==> config.mk <==
export PLATFORM = sky130hd
export DESIGN_NAME = gpio_port_cfg
export DESIGN_NICKNAME = d
export VERILOG_FILES = /design/src/rtl/gpio_cfg_pkg.sv /design/src/rtl/gpio_in_sync.sv /design/src/rtl/gpio_cfg_regs.sv /design/src/rtl/gpio_pin_ctrl.sv /design/src/rtl/gpio_port_cfg.sv
export SDC_FILE = /design/constraint.sdc
export NUM_CORES = 1
export LEC_CHECK = 0
export BUFFER_PORTS_ARGS = -buffer_cell sky130_fd_sc_hd__buf_2
export CAP_MARGIN = 30
export CORE_MARGIN = 3
export CORE_UTILIZATION = 43
export CTS_CLUSTER_SIZE = 14
export DETAILED_ROUTE_END_ITERATION = 12
export PLACE_DENSITY = 0.65
export SYNTH_ARGS = -nofsm -noshare
export SYNTH_HDL_FRONTEND = slang
export SYNTH_SLANG_ARGS = --single-unit
==> constraint.sdc <==
create_clock -name clk -period 1.8 [get_ports clk]
set_input_delay 0.09 -clock clk [delete_from_list [all_inputs] [get_ports clk]]
set_output_delay 0.09 -clock clk [all_outputs]
set_load 0.05 [all_outputs]
==> src/rtl/gpio_cfg_pkg.sv <==
package gpio_cfg_pkg;
  localparam int N_PINS    = 6;
  localparam int N_ANA     = 4;
  localparam int DATA_W    = 8;
  localparam int ADDR_W    = 2;
  localparam int RO_PIN    = 3;
  localparam int OSC_PIN_HI = 5;
  localparam int OSC_PIN_LO = 4;

  typedef enum logic [ADDR_W-1:0] {
    REG_DATA = 2'd0,
    REG_DIR  = 2'd1,
    REG_PU   = 2'd2,
    REG_ANA  = 2'd3
  } reg_sel_e;

  typedef enum logic [1:0] {
    CLK_INT  = 2'd0,
    CLK_XTAL = 2'd1,
    CLK_RC   = 2'd2,
    CLK_INT2 = 2'd3
  } clk_src_e;
endpackage

==> src/rtl/gpio_in_sync.sv <==
module gpio_in_sync #(
  parameter int WIDTH  = 6,
  parameter int STAGES = 2
) (
  input  logic             clk,
  input  logic             rst,
  input  logic [WIDTH-1:0] din,
  output logic [WIDTH-1:0] dout
);
  logic [WIDTH-1:0] chain_q [STAGES];

  generate
    for (genvar s = 0; s < STAGES; s++) begin : g_stage
      always_ff @(posedge clk) begin
        if (rst) chain_q[s] <= '0;
        else if (s == 0) chain_q[s] <= din;
        else chain_q[s] <= chain_q[(s == 0) ? 0 : s-1];
      end
    end
  endgenerate

  assign dout = chain_q[STAGES-1];
endmodule

==> src/rtl/gpio_cfg_regs.sv <==
module gpio_cfg_regs
  import gpio_cfg_pkg::*;
(
  input  logic              clk,
  input  logic              rst,
  input  logic              bus_we,
  input  logic [ADDR_W-1:0] bus_addr,
  input  logic [DATA_W-1:0] bus_wdata,
  output logic [N_PINS-1:0] dir_q,
  output logic [N_PINS-1:0] wpu_q,
  output logic [N_PINS-1:0] lat_q,
  output logic [N_ANA-1:0]  ana_q
);
  localparam logic [N_PINS-1:0] WPU_MASK = ~(N_PINS'(1) << RO_PIN);

  always_ff @(posedge clk) begin
    if (rst) begin
      dir_q <= '1;
      wpu_q <= WPU_MASK;
      lat_q <= '0;
      ana_q <= '1;
    end else if (bus_we) begin
      case (reg_sel_e'(bus_addr))
        REG_DATA: lat_q <= bus_wdata[N_PINS-1:0];
        REG_DIR:  dir_q <= bus_wdata[N_PINS-1:0];
        REG_PU:   wpu_q <= bus_wdata[N_PINS-1:0] & WPU_MASK;
        REG_ANA:  ana_q <= bus_wdata[N_ANA-1:0];
        default:  ;
      endcase
    end
  end

  AST_RO_PU_BIT_CLEAR: assert property (@(posedge clk) disable iff (rst)
    bus_we && bus_addr == REG_PU |=> !wpu_q[RO_PIN]);
endmodule

==> src/rtl/gpio_pin_ctrl.sv <==
module gpio_pin_ctrl
  import gpio_cfg_pkg::*;
(
  input  logic              clk,
  input  logic              rst,
  input  logic [N_PINS-1:0] dir_q,
  input  logic [N_PINS-1:0] wpu_q,
  input  logic [N_PINS-1:0] lat_q,
  input  logic [N_ANA-1:0]  ana_q,
  input  logic [1:0]        osc_mode,
  input  logic              rst_pin_cfg,
  input  logic              pu_global_en,
  output logic [N_PINS-1:0] dir_eff,
  output logic [N_PINS-1:0] ana_mask,
  output logic [N_PINS-1:0] pin_oe,
  output logic [N_PINS-1:0] pin_out,
  output logic [N_PINS-1:0] pin_pu
);
  logic [N_PINS-1:0] pu_next;

  always_comb begin
    dir_eff  = dir_q;
    ana_mask = '0;
    ana_mask[N_ANA-1:0] = ana_q;
    dir_eff[RO_PIN] = 1'b1;
    if (clk_src_e'(osc_mode) == CLK_XTAL) begin
      dir_eff[OSC_PIN_HI] = 1'b1;
      dir_eff[OSC_PIN_LO] = 1'b1;
    end else if (clk_src_e'(osc_mode) == CLK_RC) begin
      dir_eff[OSC_PIN_HI] = 1'b1;
    end
  end

  generate
    for (genvar i = 0; i < N_PINS; i++) begin : g_pu
      if (i == RO_PIN) begin : g_ro
        assign pu_next[i] = rst_pin_cfg;
      end else begin : g_rw
        assign pu_next[i] = wpu_q[i] & dir_eff[i] & pu_global_en & ~ana_mask[i];
      end
    end
  endgenerate

  always_ff @(posedge clk) begin
    if (rst) begin
      pin_oe  <= '0;
      pin_out <= '0;
      pin_pu  <= '0;
    end else begin
      pin_oe  <= ~dir_eff;
      pin_out <= lat_q;
      pin_pu  <= pu_next;
    end
  end

  AST_RO_PIN_NEVER_DRIVEN: assert property (@(posedge clk) disable iff (rst)
    !pin_oe[RO_PIN]);

  AST_OSC_PINS_UNDRIVEN: assert property (@(posedge clk) disable iff (rst)
    $past(osc_mode) == CLK_XTAL |-> !pin_oe[OSC_PIN_HI] && !pin_oe[OSC_PIN_LO]);

  AST_RO_PIN_PU_FOLLOWS_CFG: assert property (@(posedge clk) disable iff (rst)
    pin_pu[RO_PIN] == $past(rst_pin_cfg));

  generate
    for (genvar j = 0; j < N_PINS; j++) begin : g_chk
      if (j != RO_PIN) begin : g_rw
        AST_PU_NOT_ON_OUTPUT: assert property (@(posedge clk) disable iff (rst)
          pin_pu[j] |-> !pin_oe[j]);
        AST_PU_NEEDS_GLOBAL: assert property (@(posedge clk) disable iff (rst)
          pin_pu[j] |-> $past(pu_global_en));
      end
      if (j < N_ANA && j != RO_PIN) begin : g_ana
        AST_PU_OFF_ANALOG: assert property (@(posedge clk) disable iff (rst)
          pin_pu[j] |-> !$past(ana_q[j]));
      end
    end
  endgenerate
endmodule

==> src/rtl/gpio_port_cfg.sv <==
module gpio_port_cfg
  import gpio_cfg_pkg::*;
(
  input  logic              clk,
  input  logic              rst,
  input  logic              bus_we,
  input  logic [ADDR_W-1:0] bus_addr,
  input  logic [DATA_W-1:0] bus_wdata,
  output logic [DATA_W-1:0] bus_rdata,
  input  logic [1:0]        osc_mode,
  input  logic              rst_pin_cfg,
  input  logic              pu_global_en,
  input  logic [N_PINS-1:0] pads_in,
  output logic [N_PINS-1:0] pin_oe,
  output logic [N_PINS-1:0] pin_out,
  output logic [N_PINS-1:0] pin_pu
);
  logic [N_PINS-1:0] dir_q, wpu_q, lat_q, dir_eff, ana_mask, pads_sync;
  logic [N_ANA-1:0]  ana_q;
  logic [N_PINS-1:0] port_val;
  logic [DATA_W-1:0] rd_next;

  gpio_in_sync #(.WIDTH(N_PINS), .STAGES(2)) sync_i (
    .clk(clk), .rst(rst), .din(pads_in), .dout(pads_sync)
  );

  gpio_cfg_regs regs_i (
    .clk(clk), .rst(rst), .bus_we(bus_we), .bus_addr(bus_addr),
    .bus_wdata(bus_wdata), .dir_q(dir_q), .wpu_q(wpu_q), .lat_q(lat_q),
    .ana_q(ana_q)
  );

  gpio_pin_ctrl pins_i (
    .clk(clk), .rst(rst), .dir_q(dir_q), .wpu_q(wpu_q), .lat_q(lat_q),
    .ana_q(ana_q), .osc_mode(osc_mode), .rst_pin_cfg(rst_pin_cfg),
    .pu_global_en(pu_global_en), .dir_eff(dir_eff), .ana_mask(ana_mask),
    .pin_oe(pin_oe), .pin_out(pin_out), .pin_pu(pin_pu)
  );

  // Input pins show the masked pad value, output pins show the latch.
  assign port_val = (dir_eff & pads_sync & ~ana_mask) | (~dir_eff & lat_q);

  always_comb begin
    case (reg_sel_e'(bus_addr))
      REG_DATA: rd_next = DATA_W'(port_val);
      REG_DIR:  rd_next = DATA_W'(dir_eff);
      REG_PU:   rd_next = DATA_W'(wpu_q);
      REG_ANA:  rd_next = DATA_W'(ana_q);
      default:  rd_next = '0;
    endcase
  end

  always_ff @(posedge clk) begin
    if (rst) bus_rdata <= '0;
    else     bus_rdata <= rd_next;
  end

  AST_RESET_QUIET: assert property (@(posedge clk) disable iff (rst)
    $fell(rst) |-> pin_oe == '0 && pin_pu == '0);

  AST_DIR_RO_BIT_READS_ONE: assert property (@(posedge clk) disable iff (rst)
    $past(bus_addr) == REG_DIR && !$past(rst) |-> bus_rdata[RO_PIN]);

  AST_HIGH_BITS_ZERO: assert property (@(posedge clk) disable iff (rst)
    bus_rdata[DATA_W-1:N_PINS] == '0);
endmodule

Word level (Yosys, flattened, before mapping) --
Memories as Yosys holds them, arrays and structs flattened. Cells that the tools add are included.
Cells by class: equality and inequality tests 5, multiplexer cells 9, bitwise operators 24, reductions and logical operators 5
Operators by type and width (number):
- case mux 8 bit (4 select lines) | 1
- bitwise AND 6 bit | 3
- bitwise AND 1 bit | 13
- 2-to-1 mux 6 bit | 2
- AND reduction 2 bit | 4
- == test 2 bit, second input constant | 3
- 2-to-1 mux 1 bit | 6
- NOT 4 -> 6 bit | 1
- NOT 6 bit | 1
- bitwise OR 6 bit | 1
- == test 2 x 1 -> 1 bit, second input constant | 2
- NOT 1 bit | 3
- zero test 2 bit | 1
- bitwise OR 1 bit | 2
Storage, ports and cells: bits in registers 47, bits in writable memories 12, output and inout bits 26, logic and storage cells 52, memories kept 1
Memories:
- sync_i.chain_q | depth 2, width 6, rd ports 2, clocked after memory_dff 0, write ports 2, RTL line gpio_in_sync.sv:10 | logic [WIDTH-1:0] chain_q [STAGES];

Depth between registers and ports, before layout --
depth after elaboration 7, gate-level depth with buffers 4, mapped depth without buffers 3

Modules after synthesis --
From an unflattened synthesis, not the netlist that was laid out.
Second synthesis, totals: cells, all modules 218, area, all modules 2269.7 um^2
Modules (own cells, without submodules):
- gpio_cfg_regs | instances 1, cells each 84, area an instance 849.6 um^2
- gpio_pin_ctrl | instances 1, cells each 60, area an instance 603.1 um^2
- gpio_port_cfg | instances 1, cells each 49, area an instance 450.4 um^2
- gpio_in_sync | instances 1, cells each 25, area an instance 366.6 um^2

Worst setup path after synthesis --
Ideal clock, no wire load.
kind reg-to-reg, start reg regs_i.dir_q[0], end reg bus_rdata[0], arrival time 0.825 ns, data required time 1.726 ns, setup slack 0.901 ns, stages on the path, launching flop included 4, path through dfxtp_1 -> inv_1 -> a221o_1 -> a31oi_1
Between the ends: cells in the longest elaborated chain, start to end 4, elaborated cells on any way between the ends 6
RTL lines:
- start, declared | RTL line gpio_cfg_regs.sv:9 | output logic [N_PINS-1:0] dir_q,
- start signal, assigned | RTL line gpio_cfg_regs.sv:25 | REG_DIR: dir_q <= bus_wdata[N_PINS-1:0];
- bitwise AND 6 bit or NOT 6 bit (tied branches) | RTL line gpio_port_cfg.sv:41 | assign port_val = (dir_eff & pads_sync & ~ana_mask) | (~dir_eff & lat_q);
- bitwise AND 6 bit | RTL line gpio_port_cfg.sv:41
- bitwise OR 6 bit | RTL line gpio_port_cfg.sv:41
- case mux 8 bit (4 select lines) * | RTL line gpio_port_cfg.sv:44 | case (reg_sel_e'(bus_addr))
- end signal, assigned | RTL line gpio_port_cfg.sv:55 | else bus_rdata <= rd_next;
- end, declared | RTL line gpio_port_cfg.sv:9 | output logic [DATA_W-1:0] bus_rdata,
Every way passes the cells marked *; elsewhere a longest branch is shown, timed or not. The select of a mux whose other input is x is not followed. A chain may end at the register's enable or synchronous reset.

Worst setup path after layout --
start reg regs_i.dir_q[1], end reg bus_rdata[1]
The elaborated chain is that of the path after synthesis.

==> flow_metrics.tcl <==
set metrics [dict create \
    cp_data_arrival_time_ns 1.30 \
    synthXorXnorAreaFrac 0.00452 \
    finish.net_count 259 \
    grt_overflow 0 \
    path_clk_slew_ns 0.09 \
    dieArea_um2 5350 \
    rsz0062_at_grt "false" \
    firstDrtPassIters 4 \
    synthMuxAreaShare 0.0568 \
    ys_seq_elements 55 \
    critical_path.cell_chain "inv_1 > a221o_1 > a31oi_1" \
    syn-cell-area_um2 1940 \
    finClkSkew_ns 0.00493 \
    worst_slew_pin_slew_ns 0.625 \
    die_w_um 73.1 \
    crit_type "flip-flop to flip-flop" \
    grt_max_degree 37 \
    post-synth-top-count-cell "dfxtp_1" \
    vdd_ir_drop_max_uv 457 \
    ys_types 30 \
    hold_violations 0 \
    grt_pass1_vias 1261 \
    cp_max_fo 5 \
    yosys.area.top_type "dfxtp_1" \
    setup_viol 0 \
    holdBufCountCts 7 \
    io_buffers 43 \
    cts_buffers 5 \
    areaGrowthSynthToFinish_pct 19.9 \
    worstHoldPathType "input pin to flip-flop" \
    cts.sink_count 55 \
    postSynthAreaPerCell_um2 10.4 \
    synth-edff-count 0 \
    drt_iter0_drc 82 \
    cts_tree "yes" \
    synthSimpleGateAreaFrac 0.217 \
    drv_slew 0 \
    p_leak_nw 1.09 \
    synth_top_family_by_area "simple AND/OR/NAND/NOR gates" \
    syn_inst 186 \
    cts_root_buffer "clkbuf_8" \
    slew-limit-headroom 0.583 \
    drc 0 \
    htree_levels 2 \
    die_y_um 73.1 \
    finalCritPeriodShare 0.601 \
    grt_antenna_before_repair 0 \
    gp_congestion 0.726 \
    clk_path_buf_depth 2 \
    slowest_stage "dfxtp_1" \
    grt_first_pass_wirelength_mm 5.84 \
    ios 49 \
    yosys-top-cells-count "dfxtp_1 (55), nor2b_1 (22), nor2_1 (19), a211o_1 (11), mux2i_1 (11)" \
    synthAdderAreaFrac 0 \
    yosysSeqAreaShare 0.568 \
    yosys_most_used_dff "dfxtp_1" \
    synth_top_area_frac 0.568 \
    clock.fmax_ghz 0.925 \
    rrSetupSlack_ns 0.72 \
    post-route-min-period_ns 1.08 \
    synthTopCellsByArea "dfxtp_1 (57%), nor2b_1 (7.1%), mux2i_1 (5.7%), a211o_1 (5.0%), nor2_1 (3.7%)" \
    status "finished clean" \
    start_kind "flip-flop" \
    hold_ws_ns 0.0406 \
    powerDensity_nw_per_um2 958 \
    vias_per_cell 4.90 \
    num_rows 23 \
    async_flop_share 0 \
    tns_ns 0 \
    wirelength_mm 3.67 \
    synth-compound-area-share 0.101 \
    postRouteAntennaNets 0 \
    maxCapViolations 0 \
    place_hpwl_mm 2.55 \
    cts_resized 0 \
    ys_warn_count 0 \
    clkLatencyLatePin_ns 0.30 \
    start_util 0.464 \
    postCtsSetupRepairBufs 0 \
    vias 1405 \
    avgRoutedWirePerCell_um 12.8 \
    path_buf_inv 1 \
    track_usage 0.144 \
    n_antenna_cell 0 \
    core_um2 4170 \
    endpoint_kind "flip-flop" \
    cpPeakStageDelay_ns 0.42 \
    critPathTopFamily "compound AO/OA/AOI/OAI gates" \
    drive_gt1_frac 0.228 \
    worstPathRequired_ns 2.02 \
]
==> worst reg2reg max path, stage by stage, from the launching register on <==
cell,delay (ns)
dfxtp_1,0.42
inv_1,0.08
a221o_1,0.31
a31oi_1,0.19
==> layer usage <==
layer	wire length, um	track usage
met5	0	0
met4	55	0.0553
met3	236	0.0496
met2	1620	0.220
met1	1760	0.186
==> registers in the layout, summed over array words and instances, names as in the netlist <==
name	flops
pins_i.pin_pu	6
sync_i.chain_q	12
bus_rdata	6
pins_i.pin_out	6
regs_i.lat_q	6
pins_i.pin_oe	5
regs_i.ana_q	4
regs_i.wpu_q	5
regs_i.dir_q	5
==> through the flow <==
step	cell area [um2]	utilization	worst slack [ns]	power [mW]	cells
CTS	2320	0.557	0.738	2.24	287
detailed placement	2170	0.520	0.580	1.59	272
global route	2320	0.557	0.653	2.33	287
floorplan	1950	-	0.901	1.52	188
finish	2320	0.557	0.719	2.23	287
global placement	2170	0.520	0.598	1.59	272
==> path summary, 6_finish.rpt <==
path,to,cells past startpoint,start
max,bus_rdata[1]$_SDFF_PP0_,3,regs_i.dir_q[1]$_SDFFE_PP1P_
min,regs_i.ana_q[3]$_SDFFE_PP1P_,3,bus_wdata[3]
max reg2reg,bus_rdata[1]$_SDFF_PP0_,3,regs_i.dir_q[1]$_SDFFE_PP1P_
min reg2reg,sync_i.chain_q[1][0]$_SDFF_PP0_,1,sync_i.chain_q[0][0]$_SDFF_PP0_
==> power by group <==
group / internal [mW] / total (mW) / switching, mW / leakage, nW
registers: 1.27 / 1.29 / 0.0251 / 0.451
logic: 0.0974 / 0.279 / 0.181 / 0.600
clock network: 0.273 / 0.653 / 0.380 / 0.0412
total: 1.64 / 2.23 / 0.587 / 1.09
==> cells by family (layout without fill, tap and decap cells) <==
| logic type | Yosys count | after routing |
|---|---|---|
| flops | 55 | 55 |
| mux | 11 | 11 |
| buf+inv | 20 | 69 |
| simple gates | 74 | 74 |
| xor+xnor | 1 | 1 |
| other cells | 1 | 3 |
| compound gates | 24 | 24 |
==> layout make-up <==
| type | count | area, um2 |
|---|---|---|
| Clock buffer | 6 | 72.6 |
| Clock inverter | 2 | 12.5 |
| Fill cell | 395 | 1850 |
| Inverter | 10 | 37.5 |
| Multi-Input combinational cell | 113 | 746 |
| Sequential cell | 55 | 1100 |
| Tap cell | 50 | 62.6 |
| Timing Repair Buffer | 51 | 293 |
==> cell usage in the layout (no fill, tap or decap), drive strengths merged <==
cell and count:
mux2i 11, nor2 19, nand3 1, a31oi 5, nor3 3, clkinvlp 1, nand4b 1, nand2b 3
nand4bb 1, a211o 11, o211ai 1, or2 1, dlygate4sd3 7, dfxtp 55, xor2 1, nor3b 1
a221o 3, clkbuf 6, inv 10, o221ai 2, and3 6, clkinv 1, nor2b 22, buf 44
nand2 9, conb 3, nand3b 7, a211oi 1, a21oi 1
No activity file was read; power rests on OpenSTA's default activity.
